## src/rtl/tmr_pkg.sv

```systemverilog
package tmr_pkg;

    localparam int PSC_SEL_W = 3;

    typedef enum logic [1:0] {
        MODE_OFF   = 2'b00,
        MODE_EVENT = 2'b01,
        MODE_TIMER = 2'b10,
        MODE_PULSE = 2'b11
    } tmr_mode_e;

    // packed MSB first: mode[7:6] edge[5] run[4] src[3] psc[2:0]
    typedef struct packed {
        tmr_mode_e            mode;
        logic                 edge_sel;
        logic                 run;
        logic                 src_slow;
        logic [PSC_SEL_W-1:0] psc;
    } tmr_ctrl_t;

endpackage

```

## src/rtl/tmr_edge_sync.sv

```systemverilog
module tmr_edge_sync #(
    parameter int SYNC_STAGES = 2
) (
    input  logic clk,
    input  logic rst_n,
    input  logic pin_i,
    output logic rise_o,
    output logic fall_o
);
    localparam int MSB = SYNC_STAGES - 1;

    typedef struct packed {
        logic [SYNC_STAGES-1:0] sync;
        logic                   prev;
    } sync_st_t;

    sync_st_t st_d, st_q;

    always_comb begin
        st_d      = st_q;
        st_d.sync = {st_q.sync[SYNC_STAGES-2:0], pin_i};
        st_d.prev = st_q.sync[MSB];
    end

    always_ff @(posedge clk or negedge rst_n) begin
        if (!rst_n) st_q <= '0;
        else        st_q <= st_d;
    end

    assign rise_o =  st_q.sync[MSB] & ~st_q.prev;
    assign fall_o = ~st_q.sync[MSB] &  st_q.prev;

endmodule

```

## src/rtl/tmr_prescaler.sv

```systemverilog
module tmr_prescaler #(
    parameter int SEL_W = tmr_pkg::PSC_SEL_W
) (
    input  logic             clk,
    input  logic             rst_n,
    input  logic             run_i,
    input  logic             base_tick_i,
    input  logic [SEL_W-1:0] sel_i,
    output logic             tick_o
);
    localparam int DIV_W = (1 << SEL_W) - 1;

    typedef struct packed {
        logic [DIV_W-1:0] cnt;
    } psc_st_t;

    psc_st_t          st_d, st_q;
    logic [DIV_W-1:0] mask;

    always_comb begin
        for (int i = 0; i < DIV_W; i++) begin
            mask[i] = (i < int'(sel_i));
        end
    end

    always_comb begin
        st_d = st_q;
        if (!run_i)           st_d.cnt = '0;
        else if (base_tick_i) st_d.cnt = st_q.cnt + DIV_W'(1);
    end

    always_ff @(posedge clk or negedge rst_n) begin
        if (!rst_n) st_q <= '0;
        else        st_q <= st_d;
    end

    // tick on the base tick that completes a period of 2^sel
    assign tick_o = run_i & base_tick_i & (&(st_q.cnt | ~mask));

endmodule

```

## src/rtl/tmr_count_core.sv

```systemverilog
module tmr_count_core
    import tmr_pkg::*;
#(
    parameter int CNT_W = 16
) (
    input  logic             clk,
    input  logic             rst_n,
    input  logic             ctrl_wr_i,
    input  tmr_ctrl_t        ctrl_wdata_i,
    input  logic             preload_wr_i,
    input  logic [CNT_W-1:0] preload_wdata_i,
    input  logic             irq_clr_i,
    input  logic             ptick_i,
    input  logic             rise_i,
    input  logic             fall_i,
    output tmr_ctrl_t        ctrl_o,
    output logic [CNT_W-1:0] count_o,
    output logic             irq_o,
    output logic             psc_run_o
);
    localparam logic [CNT_W-1:0] CNT_MAX = '1;

    typedef struct packed {
        tmr_ctrl_t        ctrl;
        logic [CNT_W-1:0] preload;
        logic [CNT_W-1:0] count;
        logic             pw_active;
        logic             irq;
    } core_st_t;

    core_st_t st_d, st_q;
    logic     inc, pw_done, ovf;
    logic     start_e, stop_e, ev_e;

    always_comb begin
        st_d    = st_q;
        inc     = 1'b0;
        pw_done = 1'b0;
        start_e = st_q.ctrl.edge_sel ? rise_i : fall_i;
        stop_e  = st_q.ctrl.edge_sel ? fall_i : rise_i;
        ev_e    = st_q.ctrl.edge_sel ? fall_i : rise_i;

        if (st_q.ctrl.run) begin
            case (st_q.ctrl.mode)
                MODE_TIMER: inc = ptick_i;
                MODE_EVENT: inc = ev_e;
                MODE_PULSE: begin
                    if (st_q.pw_active) begin
                        inc     = ptick_i;
                        pw_done = stop_e;
                    end else if (start_e) begin
                        st_d.pw_active = 1'b1;
                    end
                end
                default: inc = 1'b0;
            endcase
        end

        if (pw_done) begin
            st_d.pw_active = 1'b0;
            st_d.ctrl.run  = 1'b0;
        end

        ovf = inc && (st_q.count == CNT_MAX);
        if (inc) st_d.count = ovf ? st_q.preload : st_q.count + CNT_W'(1);

        if (preload_wr_i) begin
            st_d.preload = preload_wdata_i;
            if (!st_q.ctrl.run) st_d.count = preload_wdata_i;
        end

        // a software write overrides the hardware clear of run
        if (ctrl_wr_i) begin
            st_d.ctrl      = ctrl_wdata_i;
            st_d.pw_active = 1'b0;
        end

        if (irq_clr_i) st_d.irq = 1'b0;
        if (ovf)       st_d.irq = 1'b1;
    end

    always_ff @(posedge clk or negedge rst_n) begin
        if (!rst_n) st_q <= '0;
        else        st_q <= st_d;
    end

    assign ctrl_o    = st_q.ctrl;
    assign count_o   = st_q.count;
    assign irq_o     = st_q.irq;
    assign psc_run_o = st_q.ctrl.run &&
                       ((st_q.ctrl.mode == MODE_TIMER) ||
                        ((st_q.ctrl.mode == MODE_PULSE) && st_q.pw_active));

endmodule

```

## src/rtl/tmr_pwc_unit.sv

```systemverilog
module tmr_pwc_unit
    import tmr_pkg::*;
#(
    parameter int CNT_W       = 16,
    parameter int SYNC_STAGES = 2
) (
    input  logic             clk,
    input  logic             rst_n,
    input  logic             ctrl_wr,
    input  logic [7:0]       ctrl_wdata,
    output logic [7:0]       ctrl_rdata,
    input  logic             preload_wr,
    input  logic [CNT_W-1:0] preload_wdata,
    output logic [CNT_W-1:0] count_val,
    input  logic             irq_clr,
    output logic             irq_flag,
    input  logic             ext_pin,
    input  logic             slow_tick
);
    tmr_ctrl_t ctrl;
    logic      rise, fall, ptick, psc_run, base_tick;

    assign base_tick  = ctrl.src_slow ? slow_tick : 1'b1;
    assign ctrl_rdata = ctrl;

    tmr_edge_sync #(.SYNC_STAGES(SYNC_STAGES)) sync_i (
        .clk    (clk),
        .rst_n  (rst_n),
        .pin_i  (ext_pin),
        .rise_o (rise),
        .fall_o (fall)
    );

    tmr_prescaler #(.SEL_W(PSC_SEL_W)) psc_i (
        .clk         (clk),
        .rst_n       (rst_n),
        .run_i       (psc_run),
        .base_tick_i (base_tick),
        .sel_i       (ctrl.psc),
        .tick_o      (ptick)
    );

    tmr_count_core #(.CNT_W(CNT_W)) core_i (
        .clk             (clk),
        .rst_n           (rst_n),
        .ctrl_wr_i       (ctrl_wr),
        .ctrl_wdata_i    (tmr_ctrl_t'(ctrl_wdata)),
        .preload_wr_i    (preload_wr),
        .preload_wdata_i (preload_wdata),
        .irq_clr_i       (irq_clr),
        .ptick_i         (ptick),
        .rise_i          (rise),
        .fall_i          (fall),
        .ctrl_o          (ctrl),
        .count_o         (count_val),
        .irq_o           (irq_flag),
        .psc_run_o       (psc_run)
    );

endmodule

```

## config.mk

```make
export PLATFORM = sky130hd
export DESIGN_NAME = tmr_pwc_unit
export DESIGN_NICKNAME = d
export VERILOG_FILES = /design/src/rtl/tmr_pkg.sv /design/src/rtl/tmr_edge_sync.sv /design/src/rtl/tmr_prescaler.sv /design/src/rtl/tmr_count_core.sv /design/src/rtl/tmr_pwc_unit.sv
export SDC_FILE = /design/constraint.sdc
export NUM_CORES = 1
export LEC_CHECK = 0
export BUFFER_PORTS_ARGS = -buffer_cell sky130_fd_sc_hd__buf_2
export CORE_MARGIN = 2
export CORE_UTILIZATION = 43
export DETAILED_ROUTE_END_ITERATION = 6
export GPL_TIMING_DRIVEN = 0
export HOLD_SLACK_MARGIN = 0.08
export PLACE_DENSITY = 0.72
export SKIP_LAST_GASP = 1
export SYNTH_ARGS = -nofsm -noshare
export SYNTH_HDL_FRONTEND = slang
export SYNTH_SLANG_ARGS = --single-unit
```

## constraint.sdc

```tcl
create_clock -name clk -period 5.4 [get_ports clk]
set_input_delay 0.81 -clock clk [delete_from_list [all_inputs] [get_ports clk]]
set_output_delay 0.81 -clock clk [all_outputs]
set_load 0.05 [all_outputs]
```

==> summary.txt <==
Global route
  • Initial antenna violation count: 0
  • GRT Total Usage: 18.2%
  • Wire length of the first global-routing pass: approximately 11000 um
  • Pin count of the biggest net entering global routing: 53
  • Vias in the first global route: 2234
  • Global route total overflow: 0

Critical path
  • Critical path data required time: roughly 5600 ps
  • Setup CP Type: in -> reg
  • Maximum fanout along the worst path: 10
  • Type of origin of the critical path: primary input
  • Worst path arrival time: 2420 ps
  • Type of destination of the critical path: flop

Synthesis
  • Syn_nets: around 320
  • Fraction of registers with async set or reset after synthesis: 100%
  • Synthesized instance count: 282
  • Number of unique standard cell types used by synthesis: 57
  • Seq cells post-synth: 52
  • Share of synthesized area occupied by flip-flops and latches: approximately 44%
  • Top cells by count, synth: dfrtp_1, nand2_1, buf_4, nor2_1, mux2_2
  • Warnings, synthesis: 0
  • Mean area per synthesized cell: 10.4 sq um
  • Top cells by area, synth: dfrtp_1, mux2_2, buf_4
  • Number of enable-type register cells in the synthesized netlist: 0
  • Yosys top cell by area: dfrtp_1
  • Post-synth top area share: 44.3%
  • Post-synthesis instance area: 2940 sq um
  • Primary FF master, synth: dfrtp_1
  • Leading cell type by number of instances after synthesis: dfrtp_1

Finish
  • Number of fillers in the final layout: 615
  • Proportion of layout cells with a drive suffix above 1: 36.8%
  • Area growth from synthesis to final layout: 14.8%
  • Number of nets in the final layout: ~380
  • Antenna diode count: 0

Drt
  • Post-route ant nets: 0
  • Final Routed Wirelength: 6330 um
  • Detailed route wirelength on metal3: 350 um
  • DR WL/cell: 15.1 um
  • Post-route DRC violation count: 0
  • Via/cell ratio: between 5 and 6
  • Count of TritonRoute iterations in the first routing pass: 4
  • Number of design-rule violations left by the first detailed-router iteration: 96
  • Detailed route wirelength on metal2: between 3000 and 4000 um
  • Detailed-route wire length on metal 1: 2850 um
  • Highest routing layer actually used: met4
  • Total via count in the routed design: 2278

Place
  • Buffers added on ports: 53
  • Final GP Congestion: 0.814
  • Setup WS pre-CTS: 2920 ps
  • Detailed Place HPWL: 4570 um

STA
  • Final worst-path cycle share: 41.1%
  • Count of pins over their slew limit: 0
  • Min setup slack post-route: 3180 ps
  • Final Hold Viols: 0
  • Final count of negative-setup-slack endpoints: 0
  • RSZ-0062 raised after global routing: no
  • Headroom to the max-slew limit: roughly a quarter
  • Crit path time final: 2220 ps
  • Top achievable clock speed: approximately 0.45 GHz
  • Transition time at the pin with the least slew margin: 1130 ps
  • Sum of negative setup slack: 0 ps
  • Setup Skew: 14.5 ps

CTS
  • Source-to-sink clock delay at the later pin of the worst-skew pair: 300 ps
  • Number of buffers created by CTS: 5
  • Buffer count from post-CTS setup fixing: 0
  • Number of hold-repair buffers added at the cts stage: 0
  • TritonCTS clock tree: yes
  • Clock root cell: clkbuf_8
  • Total of cells resized after clock tree synthesis: 0
  • Deepest level of the CTS H-tree: 2
  • Clock transition time at the flip-flop clock pins of the worst setup and hold paths: 90 ps
  • Count of clock tree sinks: 52
  • Largest buffer count on any clock path: 2

Die
  • Core outline area: 6720 sq um
  • Number of placed I/O pins: 56
  • Starting utilization of the core area: 43.7%
  • Die Outline Area: around 7500 sq um
  • Vert. Die Dim: 86.6 um
  • Row cnt: 30
  • Horizontal die dimension: 86.6 um

Run
  • Maxcap violations: 0

Run status
  • Status: finished, final reports clean

Power and ir drop
  • Switching power summed over all nets: 0.000363 W
  • Power density normalized to cell area: roughly 300 nW/um^2
  • Seq pwr share: 49.1%
  • Static Leak: between 1 and 1.5 nW
  • Fraction of power spent switching nets: 36.4%
  • Internal cell power: ~0.00063 W
  • Highest ir drop seen on vdd: 0.194 mV
  • Part of the total power dissipated in the clock network: slightly above 20%
  • Gate power share: 30.6%

Hold path
  • Type of the tightest min-delay check: reg -> reg
==> sequential cells by signal (all words and copies together) (netlist names) <==
name,cells
core_i.count_o,16
core_i.ctrl_o,8
core_i.irq_o,1
core_i.st_q,17
psc_i.st_q,7
sync_i.st_d,2
sync_i.st_q,1
==> routing by layer <==
| layer | global-route usage, % | vias to the layer above |
|---|---|---|
| met5 | 0 | - |
| met4 | 4.26 | 0 |
| met3 | 3.43 | 5 |
| met2 | 31.4 | 67 |
| met1 | 23.7 | 1098 |
| li1 | - | 1108 |
==> stage by stage <==
stage	instance area (sq um)	cells	hold WS, ps	util [%]	power [W]
4_1_cts	3370	420	363	50.2	0.00100
6_report	3370	420	359	50.2	0.000997
3_3_place_gp	3300	415	332	49.1	0.000797
5_1_grt	3370	420	366	50.2	0.00105
2_1_floorplan	2940	282	331	-	0.000726
3_5_place_dp	3300	415	343	49.1	0.000804
==> final timing paths <==
check	from	cells past startpoint	slack, ps	endpoint
worst max-delay path	slow_tick	8	3180	core_i.count_o[9]$_DFF_PN0_
max in group asynchronous	rst_n	1	3970	core_i.st_q[32]$_DFFE_PN0P_
worst min-delay path	sync_i.st_d[2]$_DFF_PN0_	0	360	sync_i.st_d[0]$_DFF_PN0_
min in group asynchronous	rst_n	1	720	core_i.st_q[22]$_DFFE_PN0P_
worst max register to register	core_i.count_o[0]$_DFF_PN0_	6	3210	core_i.count_o[2]$_DFF_PN0_
worst min register to register	sync_i.st_d[2]$_DFF_PN0_	0	360	sync_i.st_d[0]$_DFF_PN0_
==> area by class of cell <==
class,instances,area [sq um],share of cell area (%)
Tap cell,80,100,2.97
Multi-Input combinational cell,192,1370,40.7
Timing Repair Buffer,53,265,7.87
Inverter,3,11.3,0.334
Buffer,35,253,7.50
Clock buffer,5,68.8,2.04
Sequential cell,52,1300,38.6
==> placed cells by master (no fill, tap or decap), drive strengths merged, types with 2 or more instances in the layout <==
| master | n |
|---|---|
| a41o | 2 |
| nand4 | 8 |
| buf | 82 |
| nor2b | 2 |
| nor3 | 5 |
| nand3 | 9 |
| clkbuf | 9 |
| o21ai | 9 |
| inv | 3 |
| a211oi | 2 |
| a221o | 2 |
| nand2 | 28 |
| mux2 | 23 |
| nor2 | 24 |
| dfrtp | 52 |
| a31oi | 5 |
| or3 | 2 |
| or2 | 3 |
| a22o | 2 |
| xor2 | 7 |
| xnor2 | 5 |
| mux2i | 4 |
| nor4 | 4 |
| o211ai | 6 |
| a21boi | 4 |
| nand2b | 4 |
| dlygate4sd1 | 2 |
| a21oi | 15 |
| ha | 2 |
==> logic make-up (layout without fill, tap and decap cells) <==
family,after synthesis,in the layout,share of synthesized area (%)
adder cells (fa/ha/maj),2,2,0.852
flip-flops,52,52,44.3
buffers and inverters,38,96,8.99
XOR/XNOR,12,12,3.58
AND/OR/NAND/NOR,95,95,19.0
multiplexers,27,27,10.2
AO/OA/AOI/OAI,56,56,13.1
==> critical path, cell delays in order <==
cell and delay, ps:
buf_2 100, nand2b_4 160, nor4b_2 160, and4bb_1 240, nor2_1 350, buf_4 270
a21oi_1 60, a221o_1 260
==> power by group through the flow <==
stage | combinational (W) | sequential (W) | clock [W]
after detailed placement | 0.000307 | 0.000497 | 0
after global routing | 0.000328 | 0.000498 | 0.000226
after floorplan | 0.000245 | 0.000481 | 0
after CTS | 0.000308 | 0.000489 | 0.000207
final | 0.000305 | 0.000489 | 0.000203
after global placement | 0.000302 | 0.000495 | 0
(Power assumes the default switching activity.)
